[config.mk]
export PLATFORM = sky130hd
export DESIGN_NAME = pp_skew_buffer
export DESIGN_NICKNAME = d
export VERILOG_FILES = /design/src/rtl/pp_skew_pkg.sv /design/src/rtl/pp_skew_map.sv /design/src/rtl/pp_bank_ram.sv /design/src/rtl/pp_swap_ctrl.sv /design/src/rtl/pp_skew_buffer.sv
export SDC_FILE = /design/constraint.sdc
export NUM_CORES = 2
export LEC_CHECK = 0
export ABC_AREA = 0
export ABC_CLOCK_PERIOD_IN_PS = 3300
export BUFFER_PORTS_ARGS = -buffer_cell sky130_fd_sc_hd__buf_2
export CORE_MARGIN = 5
export CORE_UTILIZATION = 25
export DETAILED_ROUTE_END_ITERATION = 6
export SKIP_LAST_GASP = 1
export SYNTH_ARGS = -nofsm -noshare
export SYNTH_HDL_FRONTEND = slang
export SYNTH_SLANG_ARGS = --single-unit
export TNS_END_PERCENT = 5
[constraint.sdc]
create_clock -name clk -period 3.3 [get_ports clk]
set_input_delay 0.33 -clock clk [delete_from_list [all_inputs] [get_ports clk]]
set_output_delay 0.33 -clock clk [all_outputs]
set_load 0.01 [all_outputs]
[src/rtl/pp_skew_pkg.sv]
package pp_skew_pkg;
  // Swap controller phase: idle, or holding a swap request until both sides report done.
  typedef enum logic {
    SW_IDLE = 1'b0,
    SW_WAIT = 1'b1
  } swap_st_e;
endpackage

[src/rtl/pp_skew_map.sv]
// Skewed placement: bank = (addr + chunk) mod P, word = addr / P.
module pp_skew_map #(
  parameter int M = 64,
  parameter int P = 4,
  parameter int B = 8,
  localparam int AW = $clog2(M),
  localparam int PW = $clog2(P),
  localparam int BW = $clog2(B),
  localparam int WW = AW - PW
) (
  input  logic [AW-1:0] addr,
  output logic [PW-1:0] bank,
  output logic [WW-1:0] word
);
  logic [AW-1:0] chunk;
  assign chunk = addr >> BW;
  assign bank  = PW'(addr + chunk);
  assign word  = addr[AW-1:PW];
endmodule

[src/rtl/pp_bank_ram.sv]
// One bank of one store: one write port, one registered read port.
module pp_bank_ram #(
  parameter int DEPTH  = 16,
  parameter int DW     = 16,
  localparam int ADDR_W = $clog2(DEPTH)
) (
  input  logic              clk,
  input  logic              we,
  input  logic [ADDR_W-1:0] waddr,
  input  logic [DW-1:0]     wdata,
  input  logic              re,
  input  logic [ADDR_W-1:0] raddr,
  output logic [DW-1:0]     rdata
);
  logic [DW-1:0] mem [DEPTH];

  always_ff @(posedge clk) begin
    if (we) mem[waddr] <= wdata;
    if (re) rdata <= mem[raddr];
  end
endmodule

[src/rtl/pp_swap_ctrl.sv]
// Ownership control: latches done flags, holds a swap request, toggles the fill store.
module pp_swap_ctrl
  import pp_skew_pkg::*;
(
  input  logic clk,
  input  logic rst_n,
  input  logic fill_done,
  input  logic calc_done,
  input  logic swap_req,
  output logic busy,
  output logic fill_buf,
  output logic fill_locked
);
  swap_st_e st;
  logic     fill_f;
  logic     calc_f;
  logic     sel;
  logic     fire;

  assign fire = fill_f && calc_f && (swap_req || (st == SW_WAIT));

  always_ff @(posedge clk) begin
    if (!rst_n) begin
      st     <= SW_IDLE;
      fill_f <= 1'b0;
      calc_f <= 1'b0;
      sel    <= 1'b0;
    end else if (fire) begin
      st     <= SW_IDLE;
      fill_f <= 1'b0;
      calc_f <= 1'b0;
      sel    <= ~sel;
    end else begin
      if (fill_done) fill_f <= 1'b1;
      if (calc_done) calc_f <= 1'b1;
      if (swap_req)  st     <= SW_WAIT;
    end
  end

  assign busy        = (st == SW_WAIT);
  assign fill_buf    = sel;
  assign fill_locked = fill_f;
endmodule

[src/rtl/pp_skew_buffer.sv]
module pp_skew_buffer #(
  parameter int DW     = 16,
  parameter int M      = 64,
  parameter int P      = 4,
  parameter int B      = 8,
  parameter int W      = 2,
  parameter int RD_LAT = 1
) (
  input  logic                    clk,
  input  logic                    rst_n,
  input  logic                    wr_valid,
  output logic                    wr_ready,
  input  logic [$clog2(M)-1:0]    wr_addr,
  input  logic [W*DW-1:0]         wr_data,
  input  logic [P-1:0]            rd_en,
  input  logic [P*$clog2(M)-1:0]  rd_addr,
  output logic [P-1:0]            rd_valid,
  output logic [P*DW-1:0]         rd_data,
  input  logic                    fill_done,
  input  logic                    calc_done,
  input  logic                    swap_req,
  output logic                    busy,
  output logic                    fill_buf
);
  localparam int AW    = $clog2(M);
  localparam int PW    = $clog2(P);
  localparam int WW    = AW - PW;
  localparam int DEPTH = M / P;

  // ---------------- ownership control ----------------
  logic fill_locked;
  logic wr_fire;

  pp_swap_ctrl u_ctrl (
    .clk         (clk),
    .rst_n       (rst_n),
    .fill_done   (fill_done),
    .calc_done   (calc_done),
    .swap_req    (swap_req),
    .busy        (busy),
    .fill_buf    (fill_buf),
    .fill_locked (fill_locked)
  );

  assign wr_ready = ~fill_locked;
  assign wr_fire  = wr_valid && wr_ready;

  // ---------------- write lanes -> banks ----------------
  logic [AW-1:0] wbase;
  logic [PW-1:0] wl_bank [W];
  logic [WW-1:0] wl_word [W];

  assign wbase = wr_addr & ~AW'(W - 1);

  for (genvar j = 0; j < W; j++) begin : g_wmap
    pp_skew_map #(.M(M), .P(P), .B(B)) u_wmap (
      .addr (wbase | AW'(j)),
      .bank (wl_bank[j]),
      .word (wl_word[j])
    );
  end

  logic [P-1:0]  bwe;
  logic [WW-1:0] bwaddr [P];
  logic [DW-1:0] bwdata [P];

  always_comb begin
    for (int b = 0; b < P; b++) begin
      bwe[b]    = 1'b0;
      bwaddr[b] = '0;
      bwdata[b] = '0;
      for (int j = 0; j < W; j++) begin
        if (wr_fire && (wl_bank[j] == PW'(b))) begin
          bwe[b]    = 1'b1;
          bwaddr[b] = wl_word[j];
          bwdata[b] = wr_data[j*DW +: DW];
        end
      end
    end
  end

  // ---------------- read ports -> banks ----------------
  logic [PW-1:0] rp_bank [P];
  logic [WW-1:0] rp_word [P];

  for (genvar k = 0; k < P; k++) begin : g_rmap
    pp_skew_map #(.M(M), .P(P), .B(B)) u_rmap (
      .addr (rd_addr[k*AW +: AW]),
      .bank (rp_bank[k]),
      .word (rp_word[k])
    );
  end

  logic [P-1:0]  bre;
  logic [WW-1:0] braddr [P];

  always_comb begin
    for (int b = 0; b < P; b++) begin
      bre[b]    = 1'b0;
      braddr[b] = '0;
      for (int k = 0; k < P; k++) begin
        if (rd_en[k] && (rp_bank[k] == PW'(b))) begin
          bre[b]    = 1'b1;
          braddr[b] = rp_word[k];
        end
      end
    end
  end

  // ---------------- two stores of P banks ----------------
  logic [DW-1:0] ram_q [2][P];

  for (genvar x = 0; x < 2; x++) begin : g_store
    for (genvar b = 0; b < P; b++) begin : g_bank
      pp_bank_ram #(.DEPTH(DEPTH), .DW(DW)) u_ram (
        .clk   (clk),
        .we    (bwe[b] && (fill_buf == 1'(x))),
        .waddr (bwaddr[b]),
        .wdata (bwdata[b]),
        .re    (bre[b] && (fill_buf != 1'(x))),
        .raddr (braddr[b]),
        .rdata (ram_q[x][b])
      );
    end
  end

  // ---------------- return path ----------------
  logic [P-1:0]    ren_q;
  logic            rsel_q;
  logic [PW-1:0]   rbank_q [P];
  logic [P*DW-1:0] s1_data;

  always_ff @(posedge clk) begin
    if (!rst_n) begin
      ren_q  <= '0;
      rsel_q <= 1'b0;
      for (int k = 0; k < P; k++) rbank_q[k] <= '0;
    end else begin
      ren_q  <= rd_en;
      rsel_q <= ~fill_buf;
      for (int k = 0; k < P; k++) rbank_q[k] <= rp_bank[k];
    end
  end

  always_comb begin
    for (int k = 0; k < P; k++) begin
      s1_data[k*DW +: DW] = ren_q[k] ? ram_q[rsel_q][rbank_q[k]] : '0;
    end
  end

  if (RD_LAT == 1) begin : g_lat1
    assign rd_valid = ren_q;
    assign rd_data  = s1_data;
  end else begin : g_lat2
    logic [P-1:0]    v2_q;
    logic [P*DW-1:0] d2_q;
    always_ff @(posedge clk) begin
      if (!rst_n) begin
        v2_q <= '0;
        d2_q <= '0;
      end else begin
        v2_q <= ren_q;
        d2_q <= s1_data;
      end
    end
    assign rd_valid = v2_q;
    assign rd_data  = d2_q;
  end
endmodule

==> out/metrics.yaml <==
outcome:
  status: "finished with violations"
  violations: "setup timing"
setup_path:
  cp-end-kind: "output port"
  r2r-end: "g_store[1].g_bank[3].u_ram.mem[11][3]$_DFFE_PP_"
  regToRegStartpoint: "u_ctrl.fill_locked$_SDFFE_PP0P_"
  crit_path_start_kind: "register"
  required_ns: 2.97
  critPathMaxFanout: 22
  path_class: "reg2out"
  r2r_slack_ns: 0.58
  worstSetupEndpoint: "rd_data[56]"
  arrival_ns: 3.15
  crit_start: "rbank_q[3][1]$_SDFF_PN0_"
  r2r_cells: 7
logic_synthesis:
  synth_area_per_cell_um2: 14.1
  async_reset_ff_share_pct: 0
  dominantRegCellSynth: "edfxtp_1"
  ys_seq_area_share_pct: 71.7
  syn_inst: 6510
  synth_cell_types: 74
  synth_enable_flop_cells: 2176
  synth_seq_cells: 2193
  synth_fp_nets: 6586
  synth_area_um2: 91600
  ys_warn_count: 0
cells_and_area:
  n_fill_cell: 35800
  area_delta_synth_final_pct: 21.9
  final_cells: 12100
  final_layout_size_suffix_gt1_share_pct: 21.2
  utilization_pct: 30.5
  layout.nets: 7201
sta:
  fin_crit_ns: 3.48
  finalWorstSetupSlack_ns: -0.177
  fmaxAchievable_mhz: 288
  setup_viol_count_final: 25
  rsz0062_at_grt: "true"
  worst_pin_slew_ns: 1.07
  drv_slew: 0
  hold_violations: 0
  period_share_pct: 105
  skew_ns: 0.0328
  slew_headroom_pct: 28.3
global_routing:
  overflow: 0
  grt_pass1_wl_um: 433000
  grt_max_degree: 76
  grt_use_met2_pct: 25.3
  antenna_found_initial: 15
  use_met1_pct: 19.6
  grt_usage_pct: 15.3
  busiest_layer: "met2"
  gr-usage-met3_pct: 2.43
  first_global_vias: 60800
worst_hold_path:
  hold_class: "in2reg"
  min_path_cells: 2
power_and_ir_drop:
  ir_worst_vdd_uv: 542
  powerDensity_nw_per_um2: 602
  power_w: 0.0671
  p_leak_nw: 36.1
clocking:
  clk_path_buf_depth: 3
  cts_root_buf: "clkbuf_16"
  clkSlewWorstSetupHoldPaths_ns: 0.07
  htree_levels: 4
  clock_sinks: 2193
  cts_inserted_buffers: 201
  clock_latency_ns: 0.85
  cts_tree: "done"
floorplanning:
  die-area_um2: 378000
  die-width_um: 615
  rows: 222
  die_height_um: 615
  start_util_pct: 25.1
  pin_count: 143
  core-area_um2: 365000
route:
  first_iter_violations: 7555
  via_per_inst: 5.14
  ant_nets: 0
  wl_um: 302000
  wire_per_inst_um: 24.9
  vias: 62400
  post-route-drc-count: 0
  drt_first_pass_iters: 6
run:
  maxCapViolations: 0
place:
  gp_congestion: 0.892
  dp.cells: 11700
  dpl.hpwl_um: 200000
  dpl_worst_slack_ns: -0.540
  numPortBuffers: 141
==> sequential cells by signal, summed over array words and instances (netlist names) <==
| signal | cells |
|---|---|
| rsel_q | 1 |
| u_ctrl.fill_locked | 1 |
| rd_valid | 4 |
| u_ctrl.fill_buf | 1 |
| g_store.g_bank.u_ram.mem | 2048 |
| rbank_q | 8 |
| g_store.g_bank.u_ram.rdata | 128 |
| u_ctrl.calc_f | 1 |
| u_ctrl.busy | 1 |
==> cells by family after synthesis <==
logic type / after synthesis / share of synthesized area (%)
DFF: 2193 / 71.7
AOI/OAI and AO/OA: 1827 / 13.7
and+or+nand+nor: 1692 / 8.82
buffers and inverters: 634 / 2.84
muxes: 146 / 2.54
xor gates and xnor gates: 14 / 0.264
adders and majority gates: 4 / 0.0547
==> per-layer routing <==
| layer | wire length, µm | up-vias |
|---|---|---|
| met3 | 24300 | 551 |
| met5 | 12 | - |
| met1 | 116000 | 31700 |
| li1 | - | 27100 |
| met2 | 145000 | 3067 |
| met4 | 17500 | 2 |
==> critical path, cell delays in order, from the launching register on <==
cell,delay (ns)
dfxtp_2,0.70
buf_4,0.42
mux4_2,0.36
a21oi_1,0.51
nor2b_1,0.11
buf_2,0.18
==> final cells by class <==
type | instances | area (µm²) | share of cell area (%)
Antenna cell | 34 | 85.1 | 0.0763
Clock buffer | 246 | 5240 | 4.70
Clock inverter | 128 | 1080 | 0.970
Inverter | 39 | 146 | 0.131
Multi-Input combinational cell | 3683 | 23900 | 21.4
Sequential cell | 2193 | 65700 | 58.9
Tap cell | 4816 | 6030 | 5.40
Timing Repair Buffer | 1007 | 9410 | 8.44
==> worst min-delay path by stage <==
stage	from	endpoint	slack [ns]
3_3_place_gp	u_ctrl.calc_f$_SDFFE_PP0P_	u_ctrl.calc_f$_SDFFE_PP0P_	0.49
2_1_floorplan	fill_done	u_ctrl.fill_locked$_SDFFE_PP0P_	0.45
5_1_grt	rst_n	rbank_q[2][1]$_SDFF_PN0_	0.04
4_1_cts	rd_addr[15]	rbank_q[2][0]$_SDFF_PN0_	0.03
3_5_place_dp	u_ctrl.calc_f$_SDFFE_PP0P_	u_ctrl.calc_f$_SDFFE_PP0P_	0.51
6_report	rst_n	rbank_q[2][1]$_SDFF_PN0_	0.09
==> cell usage after synthesis, drive strengths merged (4+ instances only) <==
master | number | area, µm²
edfxtp | 2176 | 65300
nand2 | 649 | 2440
clkbuf | 452 | 1700
o21ai | 418 | 2090
and3 | 323 | 2020
a211oi | 320 | 2410
a21oi | 260 | 1300
nand3 | 235 | 1180
nor2 | 215 | 832
a32oi | 166 | 1450
buf | 143 | 757
a31oi | 131 | 820
nor3 | 105 | 526
o311ai | 98 | 858
a311oi | 96 | 841
nor2b | 72 | 450
a22oi | 65 | 488
o211ai | 65 | 488
a21o | 64 | 480
a311o | 64 | 641
mux4 | 64 | 1440
mux2 | 48 | 541
inv | 38 | 143
mux2i | 34 | 340
or4 | 33 | 248
a22o | 32 | 280
and2 | 27 | 169
dfxtp | 17 | 340
o2111ai | 9 | 78.8
or2 | 9 | 56.3
nand2b | 8 | 50.1
nor4 | 6 | 37.5
a221oi | 5 | 43.8
xor2 | 5 | 43.8
a31o | 4 | 35.0
ha | 4 | 50.1
o31a | 4 | 35.0
o32ai | 4 | 35.0
xnor3 | 4 | 91.3
xor3 | 4 | 97.6
==> what timing repair did <==
action                                  4_1_cts  5_1_grt
hold buffers                                 12        0
endpoints found under the hold margin        11        0
cloned                                        1        0
gates resized for setup                       8        5
setup buffers                                 7        0
pin swaps                                     0        0
endpoints found under the setup margin       53       83
==> metrics by stage <==
stage	cell area (µm²)	hold slack, ns	setup TNS [ns]
after global placement	105000	0.488	-38.04
after global routing	112000	0.0386	-5.40
after CTS	111000	0.0308	-1.63
after detailed placement	105000	0.507	-39.62
final	112000	0.0937	-1.24
after floorplan	91600	0.446	0
==> cell usage in the layout, fill, tap and decap left out, types with 12 or more instances in the layout <==
master,instances
a211oi_1,318
a21o_1,64
a21oi_1,251
a22o_1,32
a22oi_1,64
a311o_1,64
a311oi_1,96
a31oi_1,128
a32oi_1,166
and2_1,23
and3_1,321
buf_12,170
buf_2,141
buf_4,681
bufinv_16,16
clkbuf_1,43
clkbuf_16,203
clkinv_1,52
clkinv_2,36
diode_2,34
dlygate4sd3_1,12
edfxtp_1,2176
inv_1,38
mux2_2,46
mux2i_1,33
mux4_2,64
nand2_1,639
nand3_1,235
nor2_1,162
nor2_2,48
nor2b_1,69
nor3_1,71
nor3_2,34
o211ai_1,65
o21ai_0,418
o311ai_0,35
o311ai_1,61
or4_1,33
==> power breakdown <==
group	internal, W	switching, W	leakage (nW)	total [W]
clock	0.0125	0.0102	3.08	0.0227
combinational	0.00501	0.00768	14.0	0.0127
sequential	0.0312	0.000476	19.0	0.0317
No activity file was read; power rests on OpenSTA's default activity.
